### config.mk
export PLATFORM = sky130hd
export DESIGN_NAME = irq_status_ctrl
export DESIGN_NICKNAME = d
export VERILOG_FILES = /design/src/rtl/intc_pkg.sv /design/src/rtl/intc_edge.sv /design/src/rtl/intc_regs.sv /design/src/rtl/intc_rdmux.sv /design/src/rtl/irq_status_ctrl.sv
export SDC_FILE = /design/constraint.sdc
export NUM_CORES = 1
export LEC_CHECK = 0
export BUFFER_PORTS_ARGS = -buffer_cell sky130_fd_sc_hd__buf_2
export CAP_MARGIN = 40
export CORE_MARGIN = 2
export CORE_UTILIZATION = 47
export DETAILED_ROUTE_END_ITERATION = 8
export PLACE_DENSITY = 0.8
export SLEW_MARGIN = 10
export SYNTH_ARGS = -nofsm -noshare
export SYNTH_HDL_FRONTEND = slang
export SYNTH_SLANG_ARGS = --single-unit
### constraint.sdc
create_clock -name clk -period 3.54 [get_ports clk]
set_input_delay 1.062 -clock clk [delete_from_list [all_inputs] [get_ports clk]]
set_output_delay 1.062 -clock clk [all_outputs]
set_load 0.02 [all_outputs]
### src/rtl/intc_pkg.sv
package intc_pkg;
  localparam int REG_W    = 16;
  localparam int BUS_W    = 32;
  localparam int ADDR_W   = 12;
  localparam logic [ADDR_W-1:0] PEND_OFF = 12'h070;
  localparam logic [ADDR_W-1:0] ENAB_OFF = 12'h074;
  localparam int SER_BIT  = 7;
  localparam int SND_BIT  = 9;
  localparam int DMA_BIT  = 3;
endpackage

### src/rtl/intc_edge.sv
module intc_edge (
  input  logic clk,
  input  logic rst,
  input  logic lvl,
  output logic rise
);
  logic lvl_q;
  always_ff @(posedge clk) begin
    if (rst) lvl_q <= 1'b0;
    else     lvl_q <= lvl;
  end
  assign rise = lvl & ~lvl_q;
endmodule

### src/rtl/intc_regs.sv
module intc_regs #(
  parameter int W       = intc_pkg::REG_W,
  parameter int SER_POS = intc_pkg::SER_BIT,
  parameter int SND_POS = intc_pkg::SND_BIT
) (
  input  logic         clk,
  input  logic         rst,
  input  logic         force_ser,
  input  logic         force_snd,
  input  logic [W-1:0] set_vec,
  input  logic         ack_we,
  input  logic         enab_we,
  input  logic [W-1:0] wdata,
  output logic [W-1:0] pend_q,
  output logic [W-1:0] enab_q,
  output logic         irq_q
);
  logic [W-1:0] forced;
  logic [W-1:0] pend_d;
  logic [W-1:0] enab_d;

  always_comb begin
    forced          = '0;
    forced[SER_POS] = force_ser;
    forced[SND_POS] = force_snd;
  end

  always_comb begin
    enab_d = enab_we ? wdata : enab_q;
    if (ack_we) pend_d = ((pend_q | forced) & enab_q & wdata) | set_vec;
    else        pend_d = pend_q | set_vec;
  end

  always_ff @(posedge clk) begin
    if (rst) begin
      pend_q <= forced;
      enab_q <= '0;
      irq_q  <= 1'b0;
    end else begin
      pend_q <= pend_d;
      enab_q <= enab_d;
      irq_q  <= |(pend_d & enab_d);
    end
  end
endmodule

### src/rtl/intc_rdmux.sv
module intc_rdmux #(
  parameter int W  = intc_pkg::REG_W,
  parameter int BW = intc_pkg::BUS_W,
  parameter int AW = intc_pkg::ADDR_W
) (
  input  logic [AW-1:0] addr,
  input  logic [W-1:0]  pend,
  input  logic [W-1:0]  enab,
  output logic [BW-1:0] rdata
);
  localparam int PAD = BW - W;
  always_comb begin
    if (addr == intc_pkg::PEND_OFF)      rdata = {{PAD{1'b0}}, pend};
    else if (addr == intc_pkg::ENAB_OFF) rdata = {{PAD{1'b0}}, enab};
    else                                 rdata = '0;
  end
endmodule

### src/rtl/irq_status_ctrl.sv
module irq_status_ctrl #(
  parameter int W  = intc_pkg::REG_W,
  parameter int BW = intc_pkg::BUS_W,
  parameter int AW = intc_pkg::ADDR_W
) (
  input  logic          clk,
  input  logic          rst,
  input  logic          cfg_force_ser,
  input  logic          cfg_force_snd,
  input  logic [W-1:0]  src_set,
  input  logic          dma_irq_lvl,
  input  logic [AW-1:0] bus_addr,
  input  logic [BW-1:0] bus_wdata,
  input  logic          bus_we,
  output logic [BW-1:0] bus_rdata,
  output logic          irq_req
);
  logic         dma_rise;
  logic [W-1:0] set_all;
  logic [W-1:0] pend_q;
  logic [W-1:0] enab_q;
  logic         ack_we;
  logic         enab_we;

  assign ack_we  = bus_we && (bus_addr == intc_pkg::PEND_OFF);
  assign enab_we = bus_we && (bus_addr == intc_pkg::ENAB_OFF);

  intc_edge u_dma_edge (.clk(clk), .rst(rst), .lvl(dma_irq_lvl), .rise(dma_rise));

  always_comb begin
    set_all = src_set;
    set_all[intc_pkg::DMA_BIT] = src_set[intc_pkg::DMA_BIT] | dma_rise;
  end

  intc_regs #(.W(W)) u_regs (
    .clk(clk), .rst(rst),
    .force_ser(cfg_force_ser), .force_snd(cfg_force_snd),
    .set_vec(set_all), .ack_we(ack_we), .enab_we(enab_we),
    .wdata(bus_wdata[W-1:0]),
    .pend_q(pend_q), .enab_q(enab_q), .irq_q(irq_req)
  );

  intc_rdmux #(.W(W), .BW(BW), .AW(AW)) u_rd (
    .addr(bus_addr), .pend(pend_q), .enab(enab_q), .rdata(bus_rdata)
  );
endmodule

**Word-level counts from Yosys, hierarchy flattened**

Cells that the tools add are included.

- Add/sub/neg operators: 0
- Multipliers: 0
- Divide/modulo/power cells: 0
- Magnitude comparators: 0
- Equal/unequal tests: 2
- Shifts and indexed selects: 0
- Muxes and demuxes: 5
- Bitwise operators: 9
- Reduce and logical (&&, ||, !) cells: 3

Operators by type and width:

| kind | count |
|---|---|
| bitwise AND 16 bit | 3 |
| 2-to-1 mux 16 bit | 3 |
| 2-to-1 mux 32 bit | 1 |
| OR 16 bit | 2 |
| == test 12 x 7 -> 1 bit, second input constant | 2 |
| OR 16 x 10 -> 16 bit | 1 |
| OR reduction 16 bit | 1 |
| 2-to-1 mux 10 bit | 1 |
| logical AND 1 bit | 2 |
| bitwise AND 1 bit | 1 |
| inverter 1 bit | 1 |
| OR 1 bit | 1 |

- Flip-flop bits (word level): 34
- Latch bits: 0
- Bits in writable memories: 0
- Bits in read-only memories: 0
- Input port bits: 66
- Output and inout bits: 33
- Memories kept: 0

**Depth between registers and ports, before layout**

- Word-level depth: 7
- Depth in mapped cells: 7
- Mapped depth without buffers: 6

**By module**

A second synthesis with hierarchy kept.

- Cell total of the unflattened synthesis: 222
- Area, all modules: 1999.4 um2

Modules (own cells, without submodules):

| module | times used | cells each | area each (um2) | sequential area each (um2) |
|---|---|---|---|---|
| intc_regs | 1 | 152 | 1417.6 | 660.6 |
| intc_rdmux | 1 | 60 | 466.7 | 0.0 |
| irq_status_ctrl | 1 | 7 | 67.6 | 0.0 |
| intc_edge | 1 | 3 | 47.5 | 20.0 |

**Worst setup path after synthesis**

No wires, ideal clock.

- Path kind: in2out
- Start: in bus_addr[0]
- End: out bus_rdata[10]
- Arrival: 2.465 ns
- Slack: 0.013 ns
- Stages: 5
- Path buffers: 2
- Cells stage by stage: nor4_4 nand3_2 clkbuf_1 clkbuf_1 nor2_1

- Longest elaborated chain between the ends: 3

RTL lines:

| element | RTL line | source |
|---|---|---|
| start: declaration | irq_status_ctrl.sv:12 | `input logic [AW-1:0] bus_addr,` |
| == test 12 x 7 -> 1 bit | intc_rdmux.sv:14 | `else if (addr == intc_pkg::ENAB_OFF) rdata = {{PAD{1'b0}}, enab};` |
| 2-to-1 mux 16 bit | intc_rdmux.sv:14 |  |
| 2-to-1 mux 32 bit * | intc_rdmux.sv:13 | `if (addr == intc_pkg::PEND_OFF) rdata = {{PAD{1'b0}}, pend};` |
| end: declaration | irq_status_ctrl.sv:15 | `output logic [BW-1:0] bus_rdata,` |

Mark *: on every way between the ends. The rest lies on a longest branch, timed or not.

**Final worst setup path**

- Start: in bus_addr[8]
- End: out bus_rdata[6]

Same word-level chain as after synthesis.

==> qor.csv <==
metric;value;unit
maximum vdd ir drop;0.2834;mV
WS Path Type;input port to primary output;
Initial Util;49.40;%
Core ar.;4384;µm²
Port Buffers;66;
CTS tree;built;
RePlAce Congestion;0.7999;
die area;5167;µm²
clock slew at the register clock pins of the worst setup and hold paths;70;ps
Worst EP arrival;2160;ps
P_sw;231.1;µW
worst hold path type;register to register;
cell leakage power;0.001091;µW
vias in the first global route;2007;
ys flop type;dfxtp_1;
Ys Warns;0;
Worst-Skew Late Latency;290;ps
final hold viol count;0;
GR Util All Layers;23.12;%
Setup crit start kind;input port;
sequential element share of the synthesized area;31.43;%
Least-Margin Pin Slew;642.2;ps
Post-Route Skew;7.735;ps
die height;71.89;µm
largest net degree at the start of global routing;35;
DRT Wirelength;5773;µm
max-cap violation count;0;
n_diodes;0;
Final Critical Period;3221;ps
Max Slew Vio Count;0;
Pre-Repair DR Iteration Count;5;
number of core rows;24;
power share of the combinational group;14.0;%
critical path peak fanout;15;
antenna violations before repair;0;
Flop pwr share;45.1;%
post-route setup TNS;0;ps
clock sinks;34;
Setup Fix Bufs, Post-CTS;0;
grt total ovfl;0;
Clock Tree Root;clkbuf_8;
Num CTS Buffers;5;
P_int;673.8;µW
switching portion of total power;25.54;%
post-synthesis cell area;2166;µm²
register bit total from synthesis;34;
post-synth cell types;42;
DRC;0;
fin crit share;90.99;%
drt wl/cell;14.18;µm
layout net count;421;
Resized Gates After CTS;0;
Synth top area share;31.43;%
Cell Pwr Density;344.5;nW/µm²
Async SR Flop Fraction;0;%
first-pass GRT wire length;9273;µm
Synth Area per Inst;7.546;µm²
CTS HTree Levels;2;
RSZ-0062 raised after global routing;false;
Layout area overhead;21.26;%
CP endpoint kind;primary output;
status;finished clean;
# IOs;99;
Yosys top cell by area;dfxtp_1;
initial DRC count;120;
dpl cells;400;
Vias;2274;
Synth area leaders;dfxtp_1, nand2_1, mux2i_1, a21oi_1, nor2_1;
Total Power;904.9;µW
share of layout cells above drive strength 1;25.63;%
Final Instance Count excl. Fillers;407;
hold_buf cts;0;
fmax;310.5;MHz
CP Data Required Time;2480;ps
HPWL Detailed;4206;µm
number of synthesized flops with an enable pin;0;
endpoints failing setup;0;
die width;71.89;µm
Slew Limit Headroom;57.18;%
Via density;5.587;
power share of the clock group;40.9;%
ANT nets after route;0;
clock buffer depth;2;
Post-Synthesis Cells;287;
[metal layers]
metal	global-route usage [%]	vias up	wire [µm]
met2	38.37	95	2832
met3	7.032	5	512
met4	7.338	0	62
li1	-	1129	-
met1	28.68	1045	2366
met5	0	-	0
[logic make-up (layout without fill, tap and decap cells)]
group | after synthesis | count (layout) | synth area share, %
AND/OR/NAND/NOR | 120 | 120 | 26.46
multiplexers | 20 | 20 | 9.359
buffers and inverters | 37 | 90 | 9.301
AO/OA/AOI/OAI | 75 | 75 | 23.28
flip-flops | 34 | 34 | 31.43
other | 1 | 16 | 0.1731
[worst paths after layout]
check / start / cells past startpoint / endpoint / slack (ps)
worst min register to register: u_regs.enab_q[8]$_SDFF_PP0_ / 2 / u_regs.enab_q[8]$_SDFF_PP0_ / 490
worst max register to register: u_regs.pend_q[12]$_SDFF_PP0_ / 5 / u_regs.irq_q$_SDFF_PP0_ / 1920
worst min-delay path: u_regs.enab_q[8]$_SDFF_PP0_ / 2 / u_regs.enab_q[8]$_SDFF_PP0_ / 490
worst max-delay path: bus_addr[8] / 6 / bus_rdata[6] / 320
[synthesized netlist by cell type (2+ instances only)]
cell / count
buf_1: 4
o22ai_1: 9
a211oi_1: 3
nor2b_1: 5
nand2b_1: 3
a311oi_1: 2
buf_2: 2
o32ai_1: 2
mux2i_1: 18
o21a_1: 2
nand2_1: 61
nand4b_1: 2
a31oi_1: 3
o221ai_1: 7
or2_2: 2
a21o_1: 2
clkbuf_1: 7
a21oi_1: 29
nand4_1: 3
mux2_2: 2
o2111ai_1: 3
dfxtp_1: 34
buf_4: 16
o31ai_1: 3
nor2_1: 33
and4_1: 2
a211o_1: 6
inv_1: 8
[registers in the layout (all words and copies together), names as in the netlist]
signal	cells
u_regs.enab_q	16
u_regs.pend_q	16
u_regs.irq_q	1
u_dma_edge.lvl_q	1
[power by group through the flow]
| stage | clock, µW | sequential [µW] | combinational (µW) |
|---|---|---|---|
| 2_1_floorplan | 0 | 413 | 85.8 |
| 3_3_place_gp | 0 | 416 | 123 |
| 3_5_place_dp | 0 | 416 | 125 |
| 4_1_cts | 374 | 408 | 126 |
| 5_1_grt | 397 | 410 | 139 |
| 6_report | 370 | 408 | 126 |
[cells in the final DEF (no fill, tap or decap), drive strengths merged, types with 3 or more instances in the layout]
| cell | count |
|---|---|
| buf | 75 |
| nand2 | 61 |
| dfxtp | 34 |
| nor2 | 33 |
| a21oi | 29 |
| mux2i | 18 |
| conb | 16 |
| o22ai | 9 |
| inv | 8 |
| o221ai | 7 |
| a211o | 6 |
| clkbuf | 6 |
| nor2b | 5 |
| nand4 | 4 |
| a211oi | 3 |
| a31oi | 3 |
| nand2b | 3 |
| o2111ai | 3 |
| o31ai | 3 |
[cell type report]
| class | instances | area (µm²) |
|---|---|---|
| Fill cell | 422 | 1758 |
| Clock inverter | 1 | 30.03 |
| Multi-Input combinational cell | 231 | 1340 |
| Tap cell | 52 | 65.06 |
| Timing Repair Buffer | 75 | 397.9 |
| Inverter | 8 | 30.03 |
| Sequential cell | 34 | 680.7 |
| Clock buffer | 6 | 82.58 |
[stage by stage]
step | cell area (µm²) | hold slack, ps | utilization, % | setup WS, ps
global route | 2626 | 504.3 | 59.90 | 253.8
global placement | 2514 | 470.9 | 57.33 | 327.3
finish | 2626 | 487.2 | 59.90 | 318.9
detailed placement | 2514 | 479.7 | 57.33 | 326.1
floorplan | 2222 | 454.7 | - | 12.74
CTS | 2626 | 489.3 | 59.90 | 320.4
[worst max-delay path: stages]
cell	delay [ps]
buf_2	90
and4bb_2	400
nand3_2	110
buf_4	210
nor2_1	110
buf_2	170
Note: power is estimated with default switching activity, not from simulation.
